File: src/rtl/lms_pkg.sv
// Shared types for the lamp mode sequencer.
// Assumes: the effective-mode encoding is decoded by downstream blocks and must stay fixed.
package lms_pkg;

    typedef enum logic [2:0] {
        EM_OFF   = 3'd0,
        EM_ON    = 3'd1,
        EM_AUTO  = 3'd2,
        EM_QUICK = 3'd3,
        EM_WARM  = 3'd4
    } eff_mode_e;

    typedef enum logic [1:0] {
        ST_AUTO   = 2'd0,
        ST_OVR_ON = 2'd1,
        ST_QUICK  = 2'd2
    } auto_st_e;

endpackage

File: src/rtl/lms_prescale.sv
// Tick prescaler: produces a one-second strobe and the automatic-mode square wave.
// Assumes: tick is a single-cycle enable; init realigns the second boundary.
module lms_prescale #(
    parameter int TICKS_PER_SEC = 16000,
    parameter int SQ_DIV        = 512
) (
    input  logic clk,
    input  logic rst_n,
    input  logic tick,
    input  logic init,
    input  logic sq_en,
    output logic sec_pulse,
    output logic sq_out
);
    localparam int SW   = (TICKS_PER_SEC > 1) ? $clog2(TICKS_PER_SEC) : 1;
    localparam int HALF = SQ_DIV / 2;
    localparam int HW   = (HALF > 1) ? $clog2(HALF) : 1;

    logic [SW-1:0] sec_cnt;
    logic [HW-1:0] sq_cnt;

    // One-second strobe on the last tick of each second.
    assign sec_pulse = tick && !init && (sec_cnt == SW'(TICKS_PER_SEC - 1));

    // Count ticks within the current second.
    always_ff @(posedge clk) begin
        if (!rst_n || init) begin
            sec_cnt <= '0;
        end else if (tick) begin
            if (sec_cnt == SW'(TICKS_PER_SEC - 1)) sec_cnt <= '0;
            else                                     sec_cnt <= sec_cnt + 1'b1;
        end
    end

    // Half-period counter and toggle for the square wave.
    always_ff @(posedge clk) begin
        if (!rst_n || !sq_en) begin
            sq_cnt <= '0;
            sq_out <= 1'b0;
        end else if (tick) begin
            if (sq_cnt == HW'(HALF - 1)) begin
                sq_cnt <= '0;
                sq_out <= ~sq_out;
            end else begin
                sq_cnt <= sq_cnt + 1'b1;
            end
        end
    end

endmodule

File: src/rtl/lms_mains_watch.sv
// Mains watcher: detects loss and return of zero crossings and long outages.
// Assumes: zc_in is synchronised; mains is taken as present at reset.
module lms_mains_watch #(
    parameter int ZC_LOSS_TICKS = 320,
    parameter int ZC_GAP_SEC    = 3
) (
    input  logic clk,
    input  logic rst_n,
    input  logic tick,
    input  logic zc_in,
    input  logic sec_pulse,
    output logic onoff_evt,
    output logic restart
);
    localparam int QW = (ZC_LOSS_TICKS > 1) ? $clog2(ZC_LOSS_TICKS) : 1;
    localparam int GW = $clog2(ZC_GAP_SEC + 1);

    logic          zc_q;
    logic          present;
    logic [QW-1:0] quiet;
    logic [GW-1:0] gap;

    // Edge detection, silence counting and the off/on event.
    always_ff @(posedge clk) begin
        if (!rst_n) begin
            zc_q      <= 1'b0;
            quiet     <= '0;
            present   <= 1'b1;
            onoff_evt <= 1'b0;
        end else begin
            zc_q      <= zc_in;
            onoff_evt <= 1'b0;
            if (zc_in != zc_q) begin
                quiet     <= '0;
                present   <= 1'b1;
                onoff_evt <= !present;
            end else if (tick && present) begin
                if (quiet == QW'(ZC_LOSS_TICKS - 1)) present <= 1'b0;
                else                                  quiet   <= quiet + 1'b1;
            end
        end
    end

    // Seconds of continuous absence; request restart once the limit is exceeded.
    always_ff @(posedge clk) begin
        if (!rst_n) begin
            gap     <= '0;
            restart <= 1'b0;
        end else begin
            restart <= 1'b0;
            if (present) begin
                gap <= '0;
            end else if (sec_pulse) begin
                if (gap == GW'(ZC_GAP_SEC)) begin
                    restart <= 1'b1;
                    gap     <= '0;
                end else begin
                    gap <= gap + 1'b1;
                end
            end
        end
    end

endmodule

File: src/rtl/lms_gesture.sv
// Gesture detector: two off/on events inside a window of seconds give one pulse.
// Assumes: window length is at least two seconds; clr empties any half-made gesture.
module lms_gesture #(
    parameter int GESTURE_SEC = 3
) (
    input  logic clk,
    input  logic rst_n,
    input  logic clr,
    input  logic evt,
    input  logic sec_pulse,
    output logic gesture
);
    localparam int WW = (GESTURE_SEC > 1) ? $clog2(GESTURE_SEC) : 1;

    logic          armed;
    logic [WW-1:0] win;

    // Arm on the first event, fire on the second, disarm when the window runs out.
    always_ff @(posedge clk) begin
        if (!rst_n || clr) begin
            armed   <= 1'b0;
            win     <= '0;
            gesture <= 1'b0;
        end else begin
            gesture <= 1'b0;
            if (evt) begin
                if (armed) begin
                    gesture <= 1'b1;
                    armed   <= 1'b0;
                end else begin
                    armed <= 1'b1;
                    win   <= '0;
                end
            end else if (sec_pulse && armed) begin
                if (win == WW'(GESTURE_SEC - 1)) armed <= 1'b0;
                else                             win   <= win + 1'b1;
            end
        end
    end

endmodule

File: src/rtl/lms_state.sv
// Automatic-operation state machine with warm-up, quick-install and override timers.
// Assumes: auto_sel low forces the machine back to plain automatic operation.
module lms_state
    import lms_pkg::*;
#(
    parameter int WARMUP_SEC     = 40,
    parameter int QUICK_WIN_SEC  = 10,
    parameter int QUICK_IDLE_SEC = 32,
    parameter int OVR_ON_SEC     = 18000
) (
    input  logic     clk,
    input  logic     rst_n,
    input  logic     init,
    input  logic     auto_sel,
    input  logic     gesture,
    input  logic     trig,
    input  logic     sec_pulse,
    output auto_st_e st,
    output logic     warming
);
    localparam int UW   = $clog2(WARMUP_SEC + 1);
    localparam int TMAX = (OVR_ON_SEC > QUICK_IDLE_SEC) ? OVR_ON_SEC : QUICK_IDLE_SEC;
    localparam int TW   = $clog2(TMAX + 1);

    logic [UW-1:0] up;
    logic [TW-1:0] tmr;
    logic          in_qwin;

    assign warming = (up < UW'(WARMUP_SEC));
    assign in_qwin = (up < UW'(QUICK_WIN_SEC));

    // Seconds since initialization, saturating at the warm-up length.
    always_ff @(posedge clk) begin
        if (!rst_n || init)                          up <= '0;
        else if (sec_pulse && up != UW'(WARMUP_SEC)) up <= up + 1'b1;
    end

    // Mode transitions and the shared quick/override timer.
    always_ff @(posedge clk) begin
        if (!rst_n || init || !auto_sel) begin
            st  <= ST_AUTO;
            tmr <= '0;
        end else begin
            case (st)
                ST_AUTO: begin
                    if (gesture) begin
                        st  <= in_qwin ? ST_QUICK : ST_OVR_ON;
                        tmr <= '0;
                    end
                end
                ST_OVR_ON: begin
                    if (gesture) begin
                        st  <= ST_AUTO;
                        tmr <= '0;
                    end else if (sec_pulse) begin
                        if (tmr == TW'(OVR_ON_SEC - 1)) begin
                            st  <= ST_AUTO;
                            tmr <= '0;
                        end else begin
                            tmr <= tmr + 1'b1;
                        end
                    end
                end
                ST_QUICK: begin
                    if (trig) begin
                        tmr <= '0;
                    end else if (sec_pulse) begin
                        if (tmr == TW'(QUICK_IDLE_SEC - 1)) begin
                            st  <= ST_AUTO;
                            tmr <= '0;
                        end else begin
                            tmr <= tmr + 1'b1;
                        end
                    end
                end
                default: begin
                    st  <= ST_AUTO;
                    tmr <= '0;
                end
            endcase
        end
    end

endmodule

File: src/rtl/lamp_mode_sequencer.sv
// Top: selector decoding, mains gesture handling and the registered effective mode.
// Assumes: mode_sel is already decoded and stable for many clocks between changes.
module lamp_mode_sequencer
    import lms_pkg::*;
#(
    parameter int TICKS_PER_SEC  = 16000,
    parameter int ZC_LOSS_TICKS  = 320,
    parameter int SQ_DIV         = 512,
    parameter int WARMUP_SEC     = 40,
    parameter int QUICK_WIN_SEC  = 10,
    parameter int GESTURE_SEC    = 3,
    parameter int QUICK_IDLE_SEC = 32,
    parameter int OVR_ON_SEC     = 18000,
    parameter int ZC_GAP_SEC     = 3
) (
    input  logic       clk,
    input  logic       rst_n,
    input  logic       tick,
    input  logic [1:0] mode_sel,
    input  logic       zc_in,
    input  logic       trig,
    output logic [2:0] mode_o,
    output logic       warm_inh,
    output logic       sq_out
);
    logic      auto_sel;
    logic      sec_pulse;
    logic      onoff_evt;
    logic      restart;
    logic      gesture;
    logic      warming;
    auto_st_e  st;
    eff_mode_e eff_next;
    logic      inh_next;

    assign auto_sel = mode_sel[1];

    lms_prescale #(
        .TICKS_PER_SEC(TICKS_PER_SEC),
        .SQ_DIV       (SQ_DIV)
    ) u_prescale (
        .clk      (clk),
        .rst_n    (rst_n),
        .tick     (tick),
        .init     (restart),
        .sq_en    (auto_sel),
        .sec_pulse(sec_pulse),
        .sq_out   (sq_out)
    );

    lms_mains_watch #(
        .ZC_LOSS_TICKS(ZC_LOSS_TICKS),
        .ZC_GAP_SEC   (ZC_GAP_SEC)
    ) u_mains (
        .clk      (clk),
        .rst_n    (rst_n),
        .tick     (tick),
        .zc_in    (zc_in),
        .sec_pulse(sec_pulse),
        .onoff_evt(onoff_evt),
        .restart  (restart)
    );

    lms_gesture #(
        .GESTURE_SEC(GESTURE_SEC)
    ) u_gesture (
        .clk      (clk),
        .rst_n    (rst_n),
        .clr      (restart),
        .evt      (onoff_evt),
        .sec_pulse(sec_pulse),
        .gesture  (gesture)
    );

    lms_state #(
        .WARMUP_SEC    (WARMUP_SEC),
        .QUICK_WIN_SEC (QUICK_WIN_SEC),
        .QUICK_IDLE_SEC(QUICK_IDLE_SEC),
        .OVR_ON_SEC    (OVR_ON_SEC)
    ) u_state (
        .clk      (clk),
        .rst_n    (rst_n),
        .init     (restart),
        .auto_sel (auto_sel),
        .gesture  (gesture),
        .trig     (trig),
        .sec_pulse(sec_pulse),
        .st       (st),
        .warming  (warming)
    );

    // Map selector and automatic state onto the reported mode and inhibit.
    always_comb begin
        if (!auto_sel) begin
            eff_next = mode_sel[0] ? EM_ON : EM_OFF;
        end else begin
            case (st)
                ST_QUICK:  eff_next = EM_QUICK;
                ST_OVR_ON: eff_next = EM_ON;
                default:   eff_next = warming ? EM_WARM : EM_AUTO;
            endcase
        end
        inh_next = warming && !(auto_sel && st == ST_QUICK);
    end

    // Register the outputs.
    always_ff @(posedge clk) begin
        if (!rst_n) begin
            mode_o   <= EM_WARM;
            warm_inh <= 1'b1;
        end else begin
            mode_o   <= eff_next;
            warm_inh <= inh_next;
        end
    end

endmodule

File: config.mk
export PLATFORM = sky130hd
export DESIGN_NAME = lamp_mode_sequencer
export DESIGN_NICKNAME = d
export VERILOG_FILES = /design/src/rtl/lms_pkg.sv /design/src/rtl/lms_prescale.sv /design/src/rtl/lms_mains_watch.sv /design/src/rtl/lms_gesture.sv /design/src/rtl/lms_state.sv /design/src/rtl/lamp_mode_sequencer.sv
export SDC_FILE = /design/constraint.sdc
export NUM_CORES = 1
export LEC_CHECK = 0
export ABC_AREA = 1
export CAP_MARGIN = 10
export CORE_MARGIN = 3
export CORE_UTILIZATION = 35
export DETAILED_ROUTE_END_ITERATION = 8
export PLACE_DENSITY = 0.52
export SETUP_SLACK_MARGIN = 0.02
export SLEW_MARGIN = 10
export SYNTH_ARGS = -nofsm -noshare
export SYNTH_HDL_FRONTEND = slang
export SYNTH_SLANG_ARGS = --single-unit
File: constraint.sdc
create_clock -name clk -period 3.1 [get_ports clk]
set_clock_uncertainty 0.05 [all_clocks]
set_input_delay 0.31 -clock clk [delete_from_list [all_inputs] [get_ports clk]]
set_output_delay 0.31 -clock clk [all_outputs]
set_load 0.03 [all_outputs]
Word-level counts from Yosys, hierarchy flattened. Cells that the tools add are included.

$lt $le $gt $ge: 2. Bitwise logic cells: 5. Multiplexer cells: 34. Equal/unequal tests: 20. Reduce and logical (&&, ||, !) cells: 30. Add/sub/neg operators: 7.

Operator list (count): 15-bit 2-to-1 mux (7); 15-bit one-hot mux with 3 select lines (1); 2-bit 2-to-1 mux (13); 15-bit by 1-bit adder with 15-bit output (second input constant) (1); 15-bit equality test (second input constant) (1); 15-bit by 5-bit equality test with 1-bit output (second input constant) (1); 14-bit by 1-bit adder with 14-bit output (second input constant) (1); 14-bit equality test (second input constant) (1); 14-bit 2-to-1 mux (1); 2-bit AND reduction (5); 9-bit by 1-bit adder with 9-bit output (second input constant) (1); 9-bit equality test (second input constant) (1); 8-bit by 1-bit adder with 8-bit output (second input constant) (1); 8-bit equality test (second input constant) (1); 8-bit 2-to-1 mux (1); 2-bit inequality test (second input constant) (4); 1-bit logical AND (7); 1-bit 2-to-1 mux (7); 6-bit by 1-bit adder with 6-bit output (second input constant) (1); 2-bit equality test (second input constant) (3); 6-bit by 4-bit < comparator with 1-bit output (second input constant) (1); 6-bit < comparator (second input constant) (1); 3-bit 2-to-1 mux (2); 3-bit by 2-bit inequality test with 1-bit output (second input constant) (2); other kinds (17) (33).

Flip-flop bits (word level): 69. Input bits: 7. Word-level logic and storage cells: 115.

Longest topological paths before layout.
Depth after elaboration: 6. Gate-level depth with buffers: 13. Mapped depth without buffers: 13.

By module. From an unflattened synthesis, not the netlist that was laid out.

Cell total of the unflattened synthesis: 546. Area, all modules: 3773.6 µm².

By module, submodules not included: lms_state (instances 1, area an instance 1462.7 µm², cells an instance 219, seq. area each 460.4 µm²); lms_prescale (instances 1, area an instance 1229.9 µm², cells an instance 169, seq. area each 460.4 µm²); lms_mains_watch (instances 1, area an instance 705.7 µm², cells an instance 102, seq. area each 300.3 µm²); lms_gesture (instances 1, area an instance 219.0 µm², cells an instance 35, seq. area each 80.1 µm²); lamp_mode_sequencer (instances 1, area an instance 156.4 µm², cells an instance 21, seq. area each 80.1 µm²).

Worst setup path after synthesis. No wires, ideal clock.

Path kind: reg-to-reg. From: register u_prescale.sec_cnt[1]. To: register u_state.tmr[0]. Path slack: 1.388 ns. Setup time: 0.115 ns. Stages on the path, launching flop included: 9. Data required time: 2.935 ns. Path buffers: 0. Arrival time: 1.547 ns. Cell sequence: dfxtp_1 > ha_1 > nand3_2 > nor2_4 > nand3_4 > a21oi_2 > nand2_2 > o21ai_1 > nor2_1.

Longest elaborated chain between the ends: 4.

RTL lines: from (decl) (line lms_prescale.sv:19) `logic [SW-1:0] sec_cnt;`; from (signal assigned) (line lms_prescale.sv:31) `else sec_cnt <= sec_cnt + 1'b1;`; 14-bit equality test (*) (line lms_prescale.sv:23) `assign sec_pulse = tick && !init && (sec_cnt == SW'(TICKS_PER_SEC - 1));`; 1-bit logical AND (*) (line lms_prescale.sv:23); 3-bit inequality test (no line) or 3-bit by 2-bit inequality test with 1-bit output (tied branches); 3-bit AND reduction (no line) (*); to (signal assigned) (line lms_state.sv:60) `tmr <= tmr + 1'b1;`; to (signal assigned) (line lms_state.sv:72) `tmr <= tmr + 1'b1;`; to (decl) (line lms_state.sv:26) `logic [TW-1:0] tmr;`.

Mark *: on every way between the ends. The rest lies on a longest branch, timed or not. A chain may end at the register's enable or synchronous reset.

Worst setup path after layout.
From: input tick. To: register u_state.tmr[0].

Longest elaborated chain between the ends: 4.

RTL lines: from (decl) (line lamp_mode_sequencer.sv:18) `input logic tick,`; 1-bit logical AND (*) (2 in series) (line lms_prescale.sv:23); 3-bit inequality test (no line) or 3-bit by 2-bit inequality test with 1-bit output (tied branches); 3-bit AND reduction (no line) (*).

Marks and branches as above.

==> reports/summary.txt <==
Status: completed
Fin. Hold Viols: 0
Rows: 36
CTS Sinks: 69
CP Class: input pin to register
CTS Buffer Depth: 2
Die Wd: 108 um
Tot GR Track Use: 15.7%
Mapped Cells: 538
YS warnings: 0
Max-Cap Viols: 0
Max Fclk: 470 MHz
Synth-to-layout area growth: 11.7%
GR Util met1: 20.3%
Hold crit path type: register to register
Final setup violation count: 0
Rel. slew slack: 56.2%
WP data arrival: 2.33 ns
Root Buffer: clkbuf_8
Leak pwr: 1.56 nW
DRT Wirelength: 8260 um
Worst r2r src: u_prescale.sec_cnt[1]
Antenna violations before repair: 0
Mapped Area: 0.00363 mm2
RSZ-0062 raised after global routing: no
CP Capture Point: u_state.tmr[0]
Post-synth ARST share: 0%
Syn avg cell area: 6.74 um2
Final Critical Period: 2.13 ns
Initial cell density of the core: 36.6%
Antenna viol nets, final: 0
ANT cells: 0
Nets: 573
PwrDens: 404 mW/mm2
Critical Path End Type: register
Iteration-0 DRC Markers: 115
Sequential element share of the synthesized area: 38.1%
Area of the core: 0.00991 mm2
GRT Max-Usage Layer: met2
Pins over their slew limit: 0
H-tree levels: 3
#FFs+latches synth: 69
# hold bufs at CTS: 0
Post-DP HPWL: 6290 um
Met2 Track Usage GR: 25.4%
Setup TNS: 0 ns
Vias: 3,325
Post-layout util: 40.9%
M3 GR Usage: 3.42%
Skew-Pair Late Insertion Delay: 0.35 ns
Period utilization: 68.7%
CP max FO: 10
Die height: 108 um
Buffers on Ports: 11
Pre-antenna DRT Iters: 6
CTS resizes: 0
Reg clk slew, reported paths: 0.08 ns
Worst Max-Slew Pin Slew: 0.652 ns
EDFF count, synth: 0
Reg-to-reg endpoint: u_state.tmr[0]
Setup slack, reg-to-reg: 1.07 ns
Remaining global-route overflow: 0
Critical Path RT: 3.31 ns
CTS tree: done
Prevailing post-synth register cell: dfxtp_1
Crit start category: input pin
Source of the critical timing path: tick
Net Count, Synth: 556
Synth cell types: 36
GPL Wtd Cong: 0.864
Average wire per standard cell: 11.9 um
Reg2reg path depth: 8
Layout cells sized above 1: 5.36%
CTS Buf Count: 9
Number of global-route vias before repair: 3,200
Drt drc: 0
Via density per instance: 4.80
Die Area: 0.0116 mm2
Post-CTS Setup Repair Bufs: 0
First-pass GRT wire length: 14,500 um
Peak VDD IR: 0.232 mV
Pin count of the biggest net entering global routing: 16
Ports: 12
worst min path at each step:
stage	from	to	cells past startpoint
after floorplan	zc_in	u_mains.zc_q	2
after global placement	u_mains.quiet[3]	u_mains.quiet[3]	1
after detailed placement	u_mains.quiet[3]	u_mains.quiet[3]	1
after CTS	u_mains.quiet[3]	u_mains.quiet[3]	1
after global routing	u_mains.quiet[3]	u_mains.quiet[3]	1
final	u_mains.quiet[3]	u_mains.quiet[3]	1
worst max-delay path, cell delays in order:
cell and delay (ns):
clkdlybuf4s50_1 0.67, nand3_2 0.17, nor2_4 0.24, nand3_4 0.15, a21oi_2 0.33, nand2_2 0.22, o21ai_1 0.19, nor2_1 0.05
per-stage QoR:
step	hold slack, ns	setup WS (ns)	instance area (um2)	total power [mW]	cells
global placement	0.400	0.666	3880	0.987	677
CTS	0.413	0.988	4050	1.66	693
finish	0.408	0.971	4050	1.64	693
floorplan	0.358	1.39	3630	0.962	538
global route	0.437	0.754	4050	1.71	693
detailed placement	0.402	0.614	3880	0.988	677
report_power, final:
part	leakage (nW)	internal [mW]	switching [mW]	total, mW
clock	0.0880	0.309	0.361	0.670
combinational	0.912	0.0234	0.0446	0.0680
sequential	0.557	0.894	0.00491	0.899
total	1.56	1.23	0.411	1.64
cell usage in the layout (no fill, tap or decap), types with 15 or more instances in the layout:
cell type,instances
dfxtp_1,69
nor3_1,16
nand3_1,40
o21ai_0,19
nand4_1,15
a21oi_1,40
nand2_1,126
inv_1,73
nor2_1,78
area by class of cell:
cell class / instances / area (um2)
multi-input cells: 388 / 1930
well taps: 133 / 166
inverters: 75 / 284
clock inverters: 6 / 38.8
clock buffers: 10 / 138
repair buffers: 12 / 118
flip-flops and latches: 69 / 1380
fillers: 1071 / 5860
cell families (layout without fill, tap and decap cells):
logic type / Yosys count / after routing / share of synthesized area, %
simple gates: 292 / 292 / 35.4
flops: 69 / 69 / 38.1
fa+ha+maj: 11 / 11 / 3.79
xor+xnor: 13 / 13 / 3.14
buf+inv: 81 / 103 / 8.79
compound gates: 72 / 72 / 10.8
routing by layer:
layer | vias to the layer above | wire, um
met3 | 11 | 322
li1 | 1764 | -
met4 | 0 | 109
met5 | - | 0
met1 | 1491 | 4070
met2 | 59 | 3760
state kept, by name (all words and copies together), names as in the netlist:
register            cells
u_state.tmr            15
u_prescale.sec_cnt     14
u_mains.quiet           9
u_prescale.sq_cnt       8
u_state.up              6
mode_o                  3
u_gesture.win           2
u_mains.gap             2
u_state.st              2
u_gesture.armed         1
u_gesture.gesture       1
u_mains.onoff_evt       1
u_mains.present         1
u_mains.restart         1
u_mains.zc_q            1
u_prescale.sq_out       1
warm_inh                1
synth_stat cells (all sizes together), types with 4 or more instances:
library cell / instances / share of area (%)
a21oi: 41 / 5.8
dfxtp: 69 / 38
ha: 11 / 3.8
inv: 74 / 7.7
nand2: 130 / 14
nand3: 42 / 6.3
nand4: 15 / 2.6
nor2: 82 / 9.2
nor3: 16 / 2.2
nor3b: 4 / 0.83
o21ai: 21 / 2.9
xnor2: 7 / 1.7
xor2: 6 / 1.4
Note: power is estimated with default switching activity, not from simulation.
